==> config.mk <==
export PLATFORM = sky130hd
export DESIGN_NAME = cfg_frame_loader
export DESIGN_NICKNAME = d
export VERILOG_FILES = /design/src/rtl/cfgload_pkg.sv /design/src/rtl/cfgload_sync.sv /design/src/rtl/cfgload_shifter.sv /design/src/rtl/cfgload_decode.sv /design/src/rtl/cfg_frame_loader.sv
export SDC_FILE = /design/constraint.sdc
export NUM_CORES = 1
export LEC_CHECK = 0
export BUFFER_PORTS_ARGS = -buffer_cell sky130_fd_sc_hd__clkbuf_2
export CAP_MARGIN = 20
export CORE_UTILIZATION = 40
export CTS_CLUSTER_DIAMETER = 40
export DETAILED_ROUTE_END_ITERATION = 7
export PLACE_DENSITY = 0.7
export SLEW_MARGIN = 20
export SYNTH_ARGS = -nofsm -noshare
export SYNTH_HDL_FRONTEND = slang
export SYNTH_SLANG_ARGS = --single-unit
export TNS_END_PERCENT = 5
==> constraint.sdc <==
create_clock -name clk -period 1.82 [get_ports clk]
set_clock_uncertainty 0.2 [all_clocks]
set_input_delay 0.091 -clock clk [delete_from_list [all_inputs] [get_ports clk]]
set_output_delay 0.091 -clock clk [all_outputs]
set_load 0.1 [all_outputs]
==> src/rtl/cfgload_pkg.sv <==
package cfgload_pkg;

  localparam int CTRL_BITS = 6;

  typedef enum logic [1:0] {
    BAND_LOW  = 2'd0,
    BAND_MID  = 2'd1,
    BAND_HIGH = 2'd2,
    BAND_NONE = 2'd3
  } band_e;

  // Field order matches arrival order: the first bit received is the MSB.
  typedef struct packed {
    logic       xtal;
    logic       range_hi;
    logic       duty;
    logic       cont;
    logic [1:0] gp;
  } ctrl_t;

  function automatic band_e band_of(input logic xtal, input logic range_hi);
    case ({xtal, range_hi})
      2'b10:   return BAND_LOW;
      2'b00:   return BAND_MID;
      2'b01:   return BAND_HIGH;
      default: return BAND_NONE;
    endcase
  endfunction

  function automatic logic band_legal(input logic xtal, input logic range_hi);
    return !(xtal && range_hi);
  endfunction

endpackage

==> src/rtl/cfgload_sync.sv <==
module cfgload_sync #(
  parameter int W           = 3,
  parameter int SYNC_STAGES = 2
) (
  input  logic         clk,
  input  logic         rst_n,
  input  logic [W-1:0] d_i,
  output logic [W-1:0] q_o,
  output logic [W-1:0] q_prev_o
);
  logic [SYNC_STAGES:0][W-1:0] pipe;

  always_ff @(posedge clk or negedge rst_n) begin
    if (!rst_n) pipe <= '0;
    else        pipe <= {pipe[SYNC_STAGES-1:0], d_i};
  end

  assign q_o      = pipe[SYNC_STAGES-1];
  assign q_prev_o = pipe[SYNC_STAGES];
endmodule

==> src/rtl/cfgload_shifter.sv <==
module cfgload_shifter #(
  parameter int FRAME_BITS = 134,
  parameter int CNT_W      = 8
) (
  input  logic                  clk,
  input  logic                  rst_n,
  input  logic                  en_i,
  input  logic                  fall_i,
  input  logic                  dat_i,
  output logic [FRAME_BITS-1:0] frame_o,
  output logic [CNT_W-1:0]      count_o
);
  localparam logic [CNT_W-1:0] CNT_MAX = {CNT_W{1'b1}};

  always_ff @(posedge clk or negedge rst_n) begin
    if (!rst_n) begin
      frame_o <= '0;
      count_o <= '0;
    end else if (!en_i) begin
      count_o <= '0;
    end else if (fall_i) begin
      frame_o <= {frame_o[FRAME_BITS-2:0], dat_i};
      if (count_o != CNT_MAX) count_o <= count_o + 1'b1;
    end
  end
endmodule

==> src/rtl/cfgload_decode.sv <==
module cfgload_decode
  import cfgload_pkg::*;
#(
  parameter int PAYLOAD_BITS = 128,
  parameter int FRAME_BITS   = CTRL_BITS + PAYLOAD_BITS,
  parameter int CNT_W        = 8
) (
  input  logic                    clk,
  input  logic                    rst_n,
  input  logic                    close_i,
  input  logic [CNT_W-1:0]        count_i,
  input  logic [FRAME_BITS-1:0]   frame_i,
  output ctrl_t                   ctrl_o,
  output band_e                   band_o,
  output logic [PAYLOAD_BITS-1:0] payload_o,
  output logic                    ok_o,
  output logic                    err_o
);
  ctrl_t ctrl_w;
  logic  count_ok_w;
  logic  accept_w;

  assign ctrl_w     = ctrl_t'(frame_i[FRAME_BITS-1 -: CTRL_BITS]);
  assign count_ok_w = (count_i == CNT_W'(FRAME_BITS));
  assign accept_w   = close_i && count_ok_w && band_legal(ctrl_w.xtal, ctrl_w.range_hi);

  always_ff @(posedge clk or negedge rst_n) begin
    if (!rst_n) begin
      ctrl_o    <= '0;
      band_o    <= BAND_LOW;
      payload_o <= '0;
      ok_o      <= 1'b0;
      err_o     <= 1'b0;
    end else begin
      ok_o  <= accept_w;
      err_o <= close_i && !accept_w;
      if (accept_w) begin
        ctrl_o    <= ctrl_w;
        band_o    <= band_of(ctrl_w.xtal, ctrl_w.range_hi);
        payload_o <= frame_i[PAYLOAD_BITS-1:0];
      end
    end
  end
endmodule

==> src/rtl/cfg_frame_loader.sv <==
module cfg_frame_loader
  import cfgload_pkg::*;
#(
  parameter int PAYLOAD_BITS = 128,
  parameter int SYNC_STAGES  = 2
) (
  input  logic                    clk,
  input  logic                    rst_n,
  input  logic                    ser_clk_i,
  input  logic                    ser_dat_i,
  input  logic                    ser_en_i,
  output logic                    cfg_xtal_o,
  output logic                    cfg_range_o,
  output logic                    cfg_duty_o,
  output logic                    cfg_cont_o,
  output logic [1:0]              cfg_gp_o,
  output logic [1:0]              band_o,
  output logic [PAYLOAD_BITS-1:0] payload_o,
  output logic                    frame_ok_o,
  output logic                    frame_err_o
);
  localparam int FRAME_BITS = CTRL_BITS + PAYLOAD_BITS;
  localparam int CNT_W      = $clog2(FRAME_BITS + 2);

  // Synchronised lines: bit 2 = enable, bit 1 = serial clock, bit 0 = data.
  logic [2:0] cur_w, prev_w;
  logic       sclk_fall_w;
  logic       en_fall_w;
  logic       en_w;

  logic [FRAME_BITS-1:0] frame_w;
  logic [CNT_W-1:0]      bit_count_w;
  ctrl_t                 ctrl_w;
  band_e                 band_w;

  cfgload_sync #(.W(3), .SYNC_STAGES(SYNC_STAGES)) i_sync (
    .clk      (clk),
    .rst_n    (rst_n),
    .d_i      ({ser_en_i, ser_clk_i, ser_dat_i}),
    .q_o      (cur_w),
    .q_prev_o (prev_w)
  );

  assign en_w        = cur_w[2];
  assign sclk_fall_w = prev_w[1] && !cur_w[1];
  assign en_fall_w   = prev_w[2] && !cur_w[2];

  cfgload_shifter #(.FRAME_BITS(FRAME_BITS), .CNT_W(CNT_W)) i_shift (
    .clk     (clk),
    .rst_n   (rst_n),
    .en_i    (en_w),
    .fall_i  (sclk_fall_w),
    .dat_i   (cur_w[0]),
    .frame_o (frame_w),
    .count_o (bit_count_w)
  );

  cfgload_decode #(
    .PAYLOAD_BITS (PAYLOAD_BITS),
    .FRAME_BITS   (FRAME_BITS),
    .CNT_W        (CNT_W)
  ) i_dec (
    .clk       (clk),
    .rst_n     (rst_n),
    .close_i   (en_fall_w),
    .count_i   (bit_count_w),
    .frame_i   (frame_w),
    .ctrl_o    (ctrl_w),
    .band_o    (band_w),
    .payload_o (payload_o),
    .ok_o      (frame_ok_o),
    .err_o     (frame_err_o)
  );

  assign cfg_xtal_o  = ctrl_w.xtal;
  assign cfg_range_o = ctrl_w.range_hi;
  assign cfg_duty_o  = ctrl_w.duty;
  assign cfg_cont_o  = ctrl_w.cont;
  assign cfg_gp_o    = ctrl_w.gp;
  assign band_o      = band_w;
endmodule

# --- Word level (Yosys, flattened, before mapping) ---
# Index checks and enable logic that the tools add are counted.
totals:
  in_bits: 5
  ff_bits: 289
op_classes:
  addsub: 1
  n_reduce_logical: 13
  mux: 4
  n_eq_ne: 6
op_table:
  columns: ["operator", "count"]
  rows:
  - ["$mux 8", 3]
  - ["$add 8x1->8 const B", 1]
  - ["$eq 8x8->1 const B", 1]
  - ["$ne 8x8->1 const B", 1]
  - ["$logic_and 1x1->1", 6]
  - ["$pmux 2 s3", 1]
  - ["$logic_not 1->1", 4]
  - ["$ne 2x1->1 const B", 2]
  - ["$reduce_and 2->1", 2]
  - ["$eq 2x1->1 const B", 1]
  - ["$eq 2x2->1 const B", 1]
  - ["$logic_not 2->1", 1]

# --- Depth between registers and ports, before layout ---
logic_depth:
  depth_word: 6
  mapped_depth: 7

# --- Cells and area by module ---
# Synthesis repeated with hierarchy kept, for this count alone.
unflattened:
  hier_cells: 644
  area_unflattened_um2: 10934.2
modules_own_cells:
  columns: ["mod", "instances", "cells_each", "area_each_um2"]
  rows:
  - ["cfgload_shifter", 1, 330, 5383.9]
  - ["cfgload_decode", 1, 297, 5252.5]
  - ["cfgload_sync", 1, 15, 270.3]
  - ["cfg_frame_loader", 1, 2, 27.5]

# --- Least setup slack after synthesis ---
# Ideal clock, no wire load.
synth_timing:
  path_kind: "register to register"
  from: "reg i_shift.frame_o[132]"
  to: "reg i_dec.band_o[0]"
  setup_slack_ns: -0.142
  synth_period_minus_slack_ns: 1.962
  path_buffers: 2
  stages_incl_launch_ff: 7
  required_time_ns: 1.495
  t_arrival_ns: 1.637
  cell_sequence: "dfrtp_1 > ha_1 > and4bb_2 > nand4_4 > buf_12 > buf_12 > mux2_4"
synth_via:
  elab_chain_cells: 3
  word_cells_on_any_way: 7
  cone_classes: "2 x eq/ne; 1 x mux; 4 x reduce/logical"
synth_rtl:
  columns: ["item", "line", "source"]
  rows:
  - ["from (decl)", "cfgload_shifter.sv:10", "output logic [FRAME_BITS-1:0] frame_o,"]
  - ["from (signal assigned)", "cfgload_shifter.sv:22", "frame_o <= {frame_o[FRAME_BITS-2:0], dat_i};"]
  - ["parallel branches: the longest is 3 deep, another holds $pmux 2 s3", null, null]
  - ["to (signal assigned)", "cfgload_decode.sv:39", "band_o <= band_of(ctrl_w.xtal, ctrl_w.range_hi);"]
  - ["to (decl)", "cfgload_decode.sv:14", "output band_e band_o,"]
# Several ways; the timed one is not identified.
# A chain may end at the register's enable or synchronous reset.

# --- Final worst setup path ---
layout_timing:
  from: "reg i_shift.frame_o[133]"
  to: "reg i_dec.payload_o[121]"
layout_via:
  elab_chain_cells: 3
layout_rtl:
  columns: ["item", "line", "source"]
  rows:
  - ["$logic_and 1x1->1", "cfgload_pkg.sv:31", "return !(xtal && range_hi);"]
  - ["$logic_not 1->1", "cfgload_pkg.sv:31", null]
  - ["$logic_and 1x1->1", "cfgload_decode.sv:25", "assign accept_w = close_i && count_ok_w && band_legal(ctrl_w.xtal, ctrl_w.range_hi);"]
  - ["to (signal assigned)", "cfgload_decode.sv:40", "payload_o <= frame_i[PAYLOAD_BITS-1:0];"]
  - ["to (decl)", "cfgload_decode.sv:15", "output logic [PAYLOAD_BITS-1:0] payload_o,"]
# Every way passes these cells.

==> results.md <==
* Status: finished, violations left
* Failing checks: setup timing
* Syn_nets at ~650
* Cell count after synthesis at 643
* Max-slew violations at 0
* Htree depth at 2
* Leak pwr at ~0.0079 uW
* Final worst path period need at 2.00 ns
* FF+latch count, synth at 288
* Share of layout cells above drive strength 1 at 61.1%
* Worst slew pin tran at slightly below 0.6 ns
* Seq/Total Area, Yosys at 62.7%
* Max VDD drop at ~0.74 mV
* PwrDens at between 1000 and 1500 nW/um^2
* Mean Syn Cell Area at 17.9 um^2
* Sum Neg Setup Slack at -20.87 ns
* Final setup fails at 134
* Antenna fix cells at 0
* DRT iter0 DRCs at around 220
* Worst hold path depth at 2
* Max_slew headroom at around three fifths
* Initial antenna violation count at 0
* Die height at around 170 um
* Overflow after GRT at 0
* Clk buf depth at 3
* Nets at 863
* FFs w/ async S/R, synth at 100%
* GR Layer Usage met3 at about 4.2%
* CP required at 2.01 ns
* First-pass GRT wire length at roughly 33000 um
* Leading area contributor after synthesis: dfrtp_1
* Largest net degree at the start of global routing at 50
* Worst Hold End: i_sync.pipe[0]$_DFF_PN0_
* Top cells by count, synth: 288 x dfrtp_1, 141 x mux2_2, 129 x mux2_4
* Most used flip-flop cell after synthesis: dfrtp_1
* Global placement routability congestion at between 0.7 and 0.8
* Most used routing layer in global routing: met2
* Final worst slack at -0.183 ns
* Die footprint at just under 30000 um^2
* Reg clk slew, reported paths at approximately 0.050 ns
* ANT nets after route at 0
* Pre-antenna DRT Iters at 4
* CP Launch Type: register
* Die width at 171 um
* Starting Density at 41.0%
* Fmax at about 500 MHz
* Cell with the most instances after synthesis: dfrtp_1
* Reg2Reg Setup Slack at -0.18 ns
* Crit share post-route at 110%
* Top cells by area, synth: dfrtp_1 63%, mux2_4 17%, mux2_2 14%, buf_12 1.9%, buf_2 0.61%
* Min Hold Slack at between 0.04 and 0.05 ns
* Met1 Use GR at about a fifth
* EDFF count, synth at 0
* Sink Count at between 200 and 300
* Synthesis Warnings at 0
* Max-cap check violation count at 0
* Vias in the first global route at 6190
* CP Capture Type: register
* Drt via density at about 4.7
* CTS tree: built
* Core box area at roughly 28000 um^2
* Post-DP HPWL at roughly 13000 um
* Post-synthesis cell area at ~11000 um^2
* Worst-Skew Late Latency at about 0.51 ns
* Dpl cell area at between 10000 and 15000 um^2
* DR DRC count at 0
* Finished Cell Area at 14300 um^2
* Met2 Resource Use GR at 21.6%
* FP Rows at 61
* RSZ-0062 raised after global routing: true
* Area grow syn2layout at 24.9%
* Port Buffer Count at 142
* Final hold violations at 0
* Worst-path maximum fanout at 21
* Post-synth cell types at 33
* Ports at ~140
* Setup Crit Path Kind: register to register
* DR WL/cell at approximately 16 um
* Hold Startpoint: ser_dat_i
* Routed wire length at ~20000 um
* R2R Path Start: i_shift.frame_o[133]$_DFFE_PN0P_
* CTS root buf: clkbuf_16
* Top cell type's share of synthesized area at between 60% and 70%
* CP Data Arrival Time at approximately 2.2 ns
* Total Routing Usage GR at about 14%
* Reg2Reg Capture Point: i_dec.payload_o[121]$_DFFE_PN0P_
* Worst hold path type: input port to register
* Worst reg2reg path depth at 6
* CTS Buf Count at 41
* Via Count at a little under 6000
[where the power goes]
part / internal [uW] / switching, uW
sequential: 6500 / 62.9
clock: 4780 / 2800
combinational: 170 / 222
total: 11500 / 3090
[cell type report]
cell class              count  area, um^2
multi-input cells         317        3910
flip-flops and latches    288        7210
repair buffers            202        1400
well taps                 378         473
fillers                  2313       13700
inverters                   4        15.0
clock inverters            19         179
clock buffers              54        1160
[state kept, by name, summed over array words and instances (netlist names)]
| register | cells |
|---|---|
| i_dec.ctrl_o | 6 |
| i_shift.count_o | 8 |
| i_sync.pipe | 3 |
| i_sync.q_o | 3 |
| i_dec.payload_o | 128 |
| i_dec.ok_o | 1 |
| i_dec.band_o | 2 |
| i_dec.err_o | 1 |
| i_shift.frame_o | 134 |
| i_sync.q_prev_o | 2 |
[worst max path at each step]
stage,startpoint,end,depth (start not counted)
floorplan,i_shift.frame_o[132]$_DFFE_PN0P_,i_dec.band_o[0]$_DFFE_PN0P_,6
global placement,i_shift.count_o[0]$_DFFE_PN0P_,i_dec.payload_o[101]$_DFFE_PN0P_,7
detailed placement,i_shift.frame_o[133]$_DFFE_PN0P_,i_dec.payload_o[102]$_DFFE_PN0P_,6
CTS,i_shift.frame_o[133]$_DFFE_PN0P_,i_dec.payload_o[84]$_DFFE_PN0P_,6
global route,i_shift.frame_o[133]$_DFFE_PN0P_,i_dec.ctrl_o[0]$_DFFE_PN0P_,6
finish,i_shift.frame_o[133]$_DFFE_PN0P_,i_dec.payload_o[121]$_DFFE_PN0P_,6
[worst max-delay path: stages (launching register included)]
cell and delay [ns]:
dfrtp_1 0.38, ha_2 0.18, and4bb_2 0.33, nand4_4 0.13, buf_12 0.18, buf_12 0.17
mux2_4 0.30
[placed cells by master (no fill, tap or decap), types with 3 or more instances in the layout]
master,Yosys,routed
buf_12,11,16
nand4_1,5,5
clkbuf_2,2,141
inv_1,4,4
clkbuf_1,1,7
mux2_2,141,140
clkbuf_16,0,43
buf_4,0,35
nand2_1,7,6
mux2_4,129,130
dlygate4sd3_1,0,5
ha_1,4,3
a21oi_1,3,3
and3_1,3,3
a211oi_1,3,3
buf_6,5,4
clkinvlp_4,0,3
inv_6,0,5
clkinv_2,0,7
dfrtp_1,288,288
clkbuf_8,1,4
[through the flow]
step	power, uW	setup WS, ns	instances	util (%)
CTS	14800	-0.194	1260	51.1
global route	15100	-0.231	1262	51.2
detailed placement	7070	-0.234	1181	46.1
finish	14500	-0.183	1262	51.2
floorplan	6830	-0.103	643	-
global placement	7070	-0.208	1181	46.1
[layer usage]
layer	routed length [um]	vias to the layer above
met2	9130	154
met1	9320	2991
met5	0	-
met4	396	0
met3	1220	38
li1	-	2737
[timing repair]
item,CTS,global route
resized for setup,3,3
gates cloned,0,0
buffers inserted,1,2
hold endpoints to repair,291,0
setup endpoints to repair,133,138
hold buffers,5,0
[kinds of logic after synthesis]
| kind of cell | after synthesis | share of synthesized area, % |
|---|---|---|
| compound gates | 13 | 0.806 |
| fa+ha+maj | 4 | 0.436 |
| buf+inv | 38 | 3.39 |
| flops | 288 | 62.7 |
| mux | 272 | 30.9 |
| simple gates | 28 | 1.78 |
Note: power is estimated with default switching activity, not from simulation.
